**config.mk**
```make
export PLATFORM = sky130hd
export DESIGN_NAME = icr_file
export DESIGN_NICKNAME = d
export VERILOG_FILES = /design/src/rtl/icr_pkg.sv /design/src/rtl/icr_decode.sv /design/src/rtl/icr_cyc_ctr.sv /design/src/rtl/icr_cell.sv /design/src/rtl/icr_file.sv
export SDC_FILE = /design/constraint.sdc
export NUM_CORES = 2
export LEC_CHECK = 0
export BUFFER_PORTS_ARGS = -buffer_cell sky130_fd_sc_hd__clkbuf_2
export CORE_MARGIN = 5
export CORE_UTILIZATION = 30
export CTS_CLUSTER_DIAMETER = 120
export CTS_CLUSTER_SIZE = 25
export DETAILED_ROUTE_END_ITERATION = 7
export GPL_TIMING_DRIVEN = 1
export PLACE_DENSITY_LB_ADDON = 0.05
export SLEW_MARGIN = 20
export SYNTH_ARGS = -nofsm -noshare
export SYNTH_HDL_FRONTEND = slang
export SYNTH_SLANG_ARGS = --single-unit
export TNS_END_PERCENT = 5
```
**constraint.sdc**
```tcl
create_clock -name clk -period 3.1 [get_ports clk]
set_clock_uncertainty 0.05 [all_clocks]
set_input_delay 0.93 -clock clk [delete_from_list [all_inputs] [get_ports clk]]
set_output_delay 0.93 -clock clk [all_outputs]
set_load 0.01 [all_outputs]
```
**src/rtl/icr_pkg.sv**
```systemverilog
package icr_pkg;
   localparam int ICR_DW   = 64;
   localparam int ICR_NREG = 28;

   typedef enum logic [2:0] {
      K_PLAIN, K_MASK, K_CLEAR, K_RDONLY, K_WRONLY, K_CYCLE, K_NONE
   } kind_e;

   localparam int unsigned IX_CYCLE  = 8;
   localparam int unsigned IX_EXCADR = 9;
   localparam int unsigned IX_MEMCTL = 25;

   // access class of each index
   function automatic kind_e kind_of(int unsigned i);
      kind_e k;
      if (i < 8)                       k = K_PLAIN;
      else if (i == IX_CYCLE)          k = K_CYCLE;
      else if (i >= 9 && i <= 13)      k = K_MASK;
      else if (i == 14 || i == 27)     k = K_WRONLY;
      else if (i >= 15 && i <= 22)     k = K_MASK;
      else if (i == 23 || i == 24)     k = K_CLEAR;
      else if (i == IX_MEMCTL)         k = K_PLAIN;
      else if (i == 26)                k = K_RDONLY;
      else                             k = K_NONE;
      return k;
   endfunction

   // bits kept on a write
   function automatic logic [ICR_DW-1:0] mask_of(int unsigned i);
      logic [ICR_DW-1:0] m;
      case (i)
         9:       m = ~64'h2;
         10, 11:  m = 64'hf;
         12, 13,
         14:      m = 64'h18;
         15:      m = 64'hff_ffff_0300;
         16, 17:  m = 64'hffff_ffff_c000_0000;
         18:      m = 64'h1ffb;
         19, 20:  m = 64'h3f;
         21:      m = 64'h7f0;
         22:      m = 64'hfe00_0000_0000_0000;
         default: m = '1;
      endcase
      return m;
   endfunction
endpackage

```
**src/rtl/icr_decode.sv**
```systemverilog
module icr_decode #(
   parameter int IDX_W = 5
) (
   input  logic [IDX_W-1:0] idx_i,
   output logic             valid_o,
   output icr_pkg::kind_e   kind_o
);
   import icr_pkg::*;

   always_comb begin
      kind_o = K_NONE;
      for (int j = 0; j < ICR_NREG; j++) begin
         if (idx_i == IDX_W'(j)) kind_o = kind_of(j);
      end
      valid_o = (kind_o != K_NONE);
   end
endmodule

```
**src/rtl/icr_cyc_ctr.sv**
```systemverilog
module icr_cyc_ctr #(
   parameter int CTR_W = 32
) (
   input  logic             clk,
   input  logic             rst,
   output logic [CTR_W-1:0] cnt_o
);
   always_ff @(posedge clk) begin
      if (rst) cnt_o <= '0;
      else     cnt_o <= cnt_o + 1'b1;
   end
endmodule

```
**src/rtl/icr_cell.sv**
```systemverilog
module icr_cell #(
   parameter int             DW    = 64,
   parameter bit             CLEAR = 1'b0,
   parameter logic [DW-1:0]  WMASK = '1,
   parameter logic [DW-1:0]  RSTV  = '0
) (
   input  logic          clk,
   input  logic          rst,
   input  logic          we_i,
   input  logic [DW-1:0] wdata_i,
   output logic [DW-1:0] q_o
);
   if (CLEAR) begin : g_clr
      wire clr_unused = ^wdata_i;
      always_ff @(posedge clk) begin
         if (rst)       q_o <= RSTV;
         else if (we_i) q_o <= '0;
      end

      clr_after_wr_chk: assert property (@(posedge clk) disable iff (rst)
         we_i |=> (q_o == '0));
   end else begin : g_store
      always_ff @(posedge clk) begin
         if (rst)       q_o <= RSTV;
         else if (we_i) q_o <= wdata_i & WMASK;
      end
   end
endmodule

```
**src/rtl/icr_file.sv**
```systemverilog
module icr_file #(
   parameter int            IDX_W      = 5,
   parameter int            DATA_W     = 64,
   parameter int            CTR_W      = 32,
   parameter logic [63:0]   MEMCTL_RST = 64'h6
) (
   input  logic              clk,
   input  logic              rst,
   input  logic [IDX_W-1:0]  idx,
   input  logic [DATA_W-1:0] wdata,
   input  logic              wr_en,
   input  logic              rd_en,
   input  logic              spec,
   output logic [DATA_W-1:0] rd_data,
   output logic              acc_err,
   output logic              wr_stb,
   output logic [IDX_W-1:0]  wr_stb_idx
);
   import icr_pkg::*;

   localparam int NREG = ICR_NREG;

   if (DATA_W != ICR_DW) begin : g_bad_dw
      $error("icr_file: DATA_W must equal the package register width");
   end
   if ((1 << IDX_W) < NREG) begin : g_bad_idx
      $error("icr_file: IDX_W too narrow for the register count");
   end
   if (CTR_W < 1 || CTR_W >= DATA_W) begin : g_bad_ctr
      $error("icr_file: CTR_W out of range");
   end

   logic              valid;
   kind_e             kind;
   logic [CTR_W-1:0]  ctr;
   logic [DATA_W-1:0] q_arr [NREG];
   logic [DATA_W-1:0] sel_q;
   logic [DATA_W-1:0] rd_val;
   logic              wr_ok, rd_bad, wr_bad;

   icr_decode #(.IDX_W(IDX_W)) u_dec (
      .idx_i(idx), .valid_o(valid), .kind_o(kind));

   icr_cyc_ctr #(.CTR_W(CTR_W)) u_ctr (
      .clk(clk), .rst(rst), .cnt_o(ctr));

   assign wr_ok  = wr_en && !spec && valid && (kind != K_RDONLY);
   assign wr_bad = wr_en && !spec && (!valid || kind == K_RDONLY);
   assign rd_bad = rd_en && (!valid || kind == K_WRONLY);

   for (genvar i = 0; i < NREG; i++) begin : g_reg
      localparam kind_e       KI = kind_of(i);
      localparam logic [63:0] RV = (i == IX_MEMCTL) ? MEMCTL_RST : 64'h0;
      logic we;
      assign we = wr_ok && (idx == IDX_W'(i));
      icr_cell #(
         .DW   (DATA_W),
         .CLEAR(KI == K_CLEAR),
         .WMASK(mask_of(i)),
         .RSTV (RV)
      ) u_cell (
         .clk(clk), .rst(rst), .we_i(we), .wdata_i(wdata), .q_o(q_arr[i]));
   end

   always_comb begin
      sel_q = '0;
      for (int j = 0; j < NREG; j++) begin
         if (idx == IDX_W'(j)) sel_q = q_arr[j];
      end
      if (rd_bad)                rd_val = '0;
      else if (kind == K_CYCLE)  rd_val = {sel_q[DATA_W-1:CTR_W], ctr};
      else                       rd_val = sel_q;
   end

   always_ff @(posedge clk) begin
      if (rst) begin
         rd_data    <= '0;
         acc_err    <= 1'b0;
         wr_stb     <= 1'b0;
         wr_stb_idx <= '0;
      end else begin
         if (rd_en) rd_data <= rd_val;
         acc_err <= rd_bad || wr_bad;
         wr_stb  <= wr_ok;
         if (wr_ok) wr_stb_idx <= idx;
      end
   end


   bad_idx_rd_chk: assert property (@(posedge clk) disable iff (rst)
      (rd_en && !valid) |=> (acc_err && rd_data == '0));

   spec_wr_chk: assert property (@(posedge clk) disable iff (rst)
      (wr_en && spec && !rd_en) |=> (!acc_err && !wr_stb));

   stb_idx_chk: assert property (@(posedge clk) disable iff (rst)
      (wr_en && !spec && valid && kind != K_RDONLY) |=>
         (wr_stb && wr_stb_idx == $past(idx)));

   ro_wr_chk: assert property (@(posedge clk) disable iff (rst)
      (wr_en && !spec && kind == K_RDONLY) |=> (acc_err && !wr_stb));

   cyc_low_chk: assert property (@(posedge clk) disable iff (rst)
      (rd_en && kind == K_CYCLE) |=> (rd_data[CTR_W-1:0] == $past(ctr)));
endmodule

```
# [Word-level counts from Yosys, hierarchy flattened]
# Cells that the tools add are included.
# W data, S select, Z words.
[word_totals] ff_bits=1080 output_inout_bits=71
[op_classes] reduce_logical=37 eq_ne=32 n_mux=58 n_addsub=1
[ops] op="$mux W64" count=29
[ops] op="$mux W3" count=28
[ops] op="$eq A5 B5 Y1 const B" count=12
[ops] op="$eq A5 B4 Y1 const B" count=8
[ops] op="$add A32 B1 Y32 const B" count=1
[ops] op="$mux W32" count=1
[ops] op="$logic_and A1 B1 Y1" count=31
[ops] op="$eq A5 B3 Y1 const B" count=4
[ops] op="$eq A5 B2 Y1 const B" count=2
[ops] op="$eq A3 B3 Y1 const B" count=2
[ops] op="$eq A5 B1 Y1 const B" count=1
[ops] op="$logic_not A5 Y1" count=1
[ops] op="$eq A3 B2 Y1 const B" count=1
[ops] op="$logic_or A1 B1 Y1" count=3
[ops] op="$ne A3 B2 Y1 const B" count=1
[ops] op="$ne A3 B3 Y1 const B" count=1
[ops] op="$logic_not A1 Y1" count=2

# [Logic depth before layout (Yosys ltp)]
[depth] word_depth=34 ltp_mapped=11 depth_no_buf=6

# [By module]
# Synthesis repeated with hierarchy kept, for this count alone.
[unflattened] cells_unflattened=6765 hier_area_um2=60036.3
[modules_own_cells] module="icr_cell (g_reg[0].u_cell ...)" cells_each=206 n_inst=11 area_each_um2=2290.9
[modules_own_cells] module="icr_file" cells_each=2604 n_inst=1 area_each_um2=17235.3
[modules_own_cells] module="icr_cell (g_reg[16].u_cell ...)" cells_each=141 n_inst=2 area_each_um2=1467.7
[modules_own_cells] module="icr_cell (g_reg[9].u_cell)" cells_each=205 n_inst=1 area_each_um2=2298.5
[modules_own_cells] module="icr_cell (g_reg[25].u_cell)" cells_each=206 n_inst=1 area_each_um2=2297.2
[modules_own_cells] module="icr_cell (g_reg[12].u_cell ...)" cells_each=69 n_inst=3 area_each_um2=536.8
[modules_own_cells] module="icr_cyc_ctr" cells_each=173 n_inst=1 area_each_um2=1503.9
[modules_own_cells] module="icr_cell (g_reg[21].u_cell ...)" cells_each=80 n_inst=2 area_each_um2=679.4
[modules_own_cells] module="icr_cell (g_reg[19].u_cell ...)" cells_each=78 n_inst=2 area_each_um2=653.1
[modules_own_cells] module="icr_cell (g_reg[15].u_cell)" cells_each=123 n_inst=1 area_each_um2=1232.4
[modules_own_cells] module="icr_cell (g_reg[10].u_cell ...)" cells_each=74 n_inst=2 area_each_um2=594.3
[modules_own_cells] module="icr_cell (g_reg[23].u_cell ...)" cells_each=65 n_inst=2 area_each_um2=484.2
[modules_own_cells] module="icr_cell (g_reg[18].u_cell)" cells_each=91 n_inst=1 area_each_um2=814.5
[modules_own_cells] module="icr_decode" cells_each=14 n_inst=1 area_each_um2=86.3

# [Least setup slack after synthesis]
# OpenSTA, ideal clock, no wires.
[synth_path] path_type="in2reg" from="input port idx[4]" to="register rd_data[30]" required_time_ps=2933 cell_stages=9 path_buffers=4 path_slack_ps=366 arrival_ps=2567 setup_ps=117 cell_sequence="buf_2 > buf_4 > buf_4 > nor3_1 > clkbuf_1 > o21ai_1 > a222oi_1 > o211ai_1 > a22o_1"
[synth_via] elab_chain_len=34 elab_cells_between_ends=92
[synth_lines] item="start: declaration" line_no="icr_file.sv:9" rtl="input logic [IDX_W-1:0] idx,"
[synth_lines] item="$logic_not A5 Y1" line_no="icr_decode.sv:13, icr_file.sv:68"
[synth_lines] item="$mux W3 (28 in series)" line_no="icr_decode.sv:13" rtl="if (idx_i == IDX_W'(j)) kind_o = kind_of(j);"
[synth_lines] item="$ne A3 B3 Y1" line_no="icr_decode.sv:15" rtl="valid_o = (kind_o != K_NONE);"
[synth_lines] item="$logic_not A1 Y1" line_no="icr_file.sv:49" rtl="assign rd_bad = rd_en && (!valid || kind == K_WRONLY);"
[synth_lines] item="$logic_or A1 B1 Y1" line_no="icr_file.sv:49"
[synth_lines] item="$logic_and A1 B1 Y1" line_no="icr_file.sv:49"
[synth_lines] item="$mux W64 *" line_no="icr_file.sv:70" rtl="if (rd_bad) rd_val = '0;"
[synth_lines] item="end signal: assignment" line_no="icr_file.sv:82" rtl="if (rd_en) rd_data <= rd_val;"
[synth_lines] item="end: declaration" line_no="icr_file.sv:14" rtl="output logic [DATA_W-1:0] rd_data,"
# Mark *: on every way between the ends. The rest lies on a longest branch, timed or not.
# A chain may end at the register's enable or synchronous reset.

# [Worst setup path in the final report]
[layout_path] from="input port idx[2]" to="register rd_data[52]"
# Same word-level chain as after synthesis.

==> flow_metrics.tcl <==
set metrics [dict create \
    number_of_drc_violations_after_detailed_routing 0 \
    floorplan.initialDensity_pct 30.2 \
    postCtsSetupBuffers 0 \
    share_of_synthesized_area_spent_on_multiplexers_pct 2.36 \
    synth_async_sr_flop_share_pct 0 \
    root_buffer "sky130_fd_sc_hd__clkbuf_16" \
    hold_buffers 0 \
    timing.critical_path.from_type "primary input" \
    finalCritPeriodShare_pct 93.7 \
    synth.net_count 6004 \
    timing_worst_setup_path_type "in -> reg" \
    die_area_mm2 0.159 \
    num-nets-final 6232 \
    clk_pin_slew_ns 0.10 \
    cp-startpoint "idx[2]" \
    worstPathArrival_ns 3.46 \
    num_vias 44500 \
    post_route_wl_um 229000 \
    avgViaCountPerCell 5.44 \
    routedWlPerCell_um 28.0 \
    synthMostInstantiatedCell "sky130_fd_sc_hd__nand2_1" \
    grt_remaining_overflow 0 \
    drt_first_iter_violations 4545 \
    setup_tns_ns 0 \
    total_of_fill_cells_in_the_finished_design 15600 \
    synth_top_family_by_area "compound AO/OA/AOI/OAI gates" \
    slew_headroom_pct 38.5 \
    syn_avg_cell_area_um2 7.63 \
    htree_num_levels 2 \
    timing_hold_violations_final 0 \
    globalplace.congestion 0.886 \
    compound_gate_fraction_of_synth_area_pct 23.4 \
    grt_start_max_net_pins 146 \
    final_util_pct 36.2 \
    grt_antenna_before_repair 9 \
    power.density_cell_area_mw_per_mm2 448 \
    power_mw 24.3 \
    clk_latency_ns 0.71 \
    cellLeakagePower_nw 18.3 \
    tightestPinTransition_ns 0.916 \
    vdd.ir_drop.worst_mv 0.399 \
    synth_top_cells_by_area "sky130_fd_sc_hd__dfxtp_1, sky130_fd_sc_hd__nand2_1, sky130_fd_sc_hd__a21oi_1" \
    grt_setup_unrepaired "no" \
    core_region_area_mm2 0.150 \
    synth_area_leader_cell "sky130_fd_sc_hd__dfxtp_1" \
    synth_seq_area_share_pct 46.3 \
    status "finished, final reports clean" \
    drtAntennaViolNets 0 \
    ctsResizeCount 0 \
    tritoncts.num_buffers 50 \
    total_i_o_pin_count 145 \
    cts_num_sinks 1046 \
    max_cap_viol_count 0 \
    yosysWarningCount 0 \
    finalMaxSlewViolations 0 \
    timing.critical_path.to_type "register" \
    synth.top_cell.area_share_pct 46.3 \
    port_buffers 144 \
    yosys.area_share.simple_pct 21.8 \
    fraction_of_the_mapped_netlist_area_in_adder_cells_pct 0.0277 \
    hp-class "reg -> reg" \
    synthesized_netlist_cell_count 5929 \
    post_synthesis_cell_area_mm2 0.0452 \
    globalRouteTotalUtil_pct 27.9 \
    timing.fmax_mhz 344 \
    first_global_vias 41600 \
    r2r-start "u_ctr.cnt_o[3]" \
    cts.path.max_buffers 3 \
    required_time_worst_endpoint_ns 3.65 \
    final_setup_vio_count 0 \
    tritoncts "yes" \
    period_minus_slack_ns 2.91 \
    synth_xor_xnor_area_share_pct 0.484 \
    synth.ff_latch_count 1046 \
    dominantRegCellSynth "sky130_fd_sc_hd__dfxtp_1" \
    number_of_enable_flip_flop_cells_after_synthesis 0 \
    hold_path_startpoint "g_reg[26].u_cell.q_o[25]" \
    area_growth_syn_to_layout_pct 19.8 \
    drive_gt1_share_pct 14.5 \
    ys_top_cells_by_count "sky130_fd_sc_hd__nand2_1, sky130_fd_sc_hd__dfxtp_1, sky130_fd_sc_hd__a21oi_1" \
    row_count 142 \
    timing.critical_path.fanout_max 26 \
    ys_types 91 \
    place_hpwl_um 156000 \
    die_width_um 398 \
    drt_pass_1_iters 6 \
    grt_pass1_wl_um 321000 \
    chipHeight_um 398 \
]
## layout make-up
type / count / area [um^2] / area share [%]
timing repair buffer: 730 / 7050 / 13.0
tap: 2016 / 2520 / 4.66
sequential: 1046 / 20900 / 38.6
inverter: 33 / 124 / 0.229
clock inverter: 9 / 125 / 0.231
clock buffer: 55 / 1340 / 2.48
multi-input combinational: 4296 / 22100 / 40.7
antenna: 3 / 7.51 / 0.0139
## worst max-delay path, stage by stage
cell	delay (ns)
sky130_fd_sc_hd__buf_2	0.18
sky130_fd_sc_hd__buf_12	0.20
sky130_fd_sc_hd__nor3_1	0.74
sky130_fd_sc_hd__nand3_1	0.15
sky130_fd_sc_hd__buf_4	0.27
sky130_fd_sc_hd__buf_4	0.18
sky130_fd_sc_hd__o21ai_0	0.30
sky130_fd_sc_hd__a211oi_1	0.13
sky130_fd_sc_hd__o32a_1	0.34
## metal layers
layer	wire length [um]	GRT usage (%)	up-vias
li1	-	-	20700
met1	105000	39.7	21800
met2	99500	42.7	1702
met3	17800	5.91	301
met4	6940	7.42	4
met5	25	0	-
## final timing paths
check | to | slack [ns] | cells after the start
worst max-delay path | rd_data[52] | 0.19 | 9
worst min-delay path | g_reg[26].u_cell.q_o[25] | 0.39 | 2
worst max register to register | u_ctr.cnt_o[31] | 0.75 | 8
worst min register to register | g_reg[26].u_cell.q_o[25] | 0.39 | 2
## kinds of logic after synthesis
| group | after synthesis |
|---|---|
| multiplexers | 101 |
| AND/OR/NAND/NOR | 2381 |
| adder cells (fa/ha/maj) | 1 |
| flip-flops | 1046 |
| XOR/XNOR | 25 |
| AO/OA/AOI/OAI | 1788 |
| buffers and inverters | 587 |
## state kept, by name, indices dropped and copies added, names as in the netlist
name and cells:
g.u_cell.q_o 943, rd_data 64, u_ctr.cnt_o 32, wr_stb_idx 5, acc_err 1, wr_stb 1
## where the power goes
part	switching (mW)	internal, mW	total, mW	leakage [nW]
Clock	4.95	3.25	8.20	0.722
Sequential	0.0516	13.5	13.6	8.43
Combinational	1.76	0.771	2.53	9.16
## stage by stage
step / hold WS (ns) / area [um^2] / instances / setup WS [ns]
final: 0.388 / 54200 / 8188 / 0.194
after global routing: 0.404 / 54200 / 8186 / 0.224
after CTS: 0.378 / 54200 / 8185 / 0.310
after detailed placement: 0.371 / 52700 / 8121 / -0.456
after global placement: 0.368 / 52700 / 8121 / -0.498
after floorplan: 0.360 / 45200 / 5929 / 0.366
## cells in the final DEF, fill, tap and decap left out, types with 13 or more instances in the layout
master                      netlist  final
sky130_fd_sc_hd__a221oi_1        48     48
sky130_fd_sc_hd__nor2b_1         80     77
sky130_fd_sc_hd__nand4_1         15     15
sky130_fd_sc_hd__nor3_4           5     13
sky130_fd_sc_hd__inv_1           29     29
sky130_fd_sc_hd__nor2_1         215    208
sky130_fd_sc_hd__o221ai_1        30     29
sky130_fd_sc_hd__o21ai_0        224    223
sky130_fd_sc_hd__or3_1           29     27
sky130_fd_sc_hd__clkbuf_16        0     53
sky130_fd_sc_hd__mux2_2          14     14
sky130_fd_sc_hd__a21oi_1       1017   1017
sky130_fd_sc_hd__nor2_4           4     16
sky130_fd_sc_hd__a31oi_1         30     30
sky130_fd_sc_hd__a222oi_1        19     19
sky130_fd_sc_hd__o22ai_1         49     49
sky130_fd_sc_hd__buf_4           16    436
sky130_fd_sc_hd__o21a_1          24     24
sky130_fd_sc_hd__clkbuf_2         0    138
sky130_fd_sc_hd__nor3_1          22     21
sky130_fd_sc_hd__a22oi_1        109    109
sky130_fd_sc_hd__a211oi_1        37     37
sky130_fd_sc_hd__o211ai_1        16     16
sky130_fd_sc_hd__mux2i_1         84     84
sky130_fd_sc_hd__o32a_1          21     21
sky130_fd_sc_hd__a21o_1          21     21
sky130_fd_sc_hd__nand2b_1        20     19
sky130_fd_sc_hd__dfxtp_1       1046   1046
sky130_fd_sc_hd__o2111ai_1       26     26
sky130_fd_sc_hd__nand2_1       1855   1844
sky130_fd_sc_hd__xnor2_1         15     15
sky130_fd_sc_hd__nand3_1         56     53
sky130_fd_sc_hd__buf_12           0    152
Note: power is estimated with default switching activity, not from simulation.
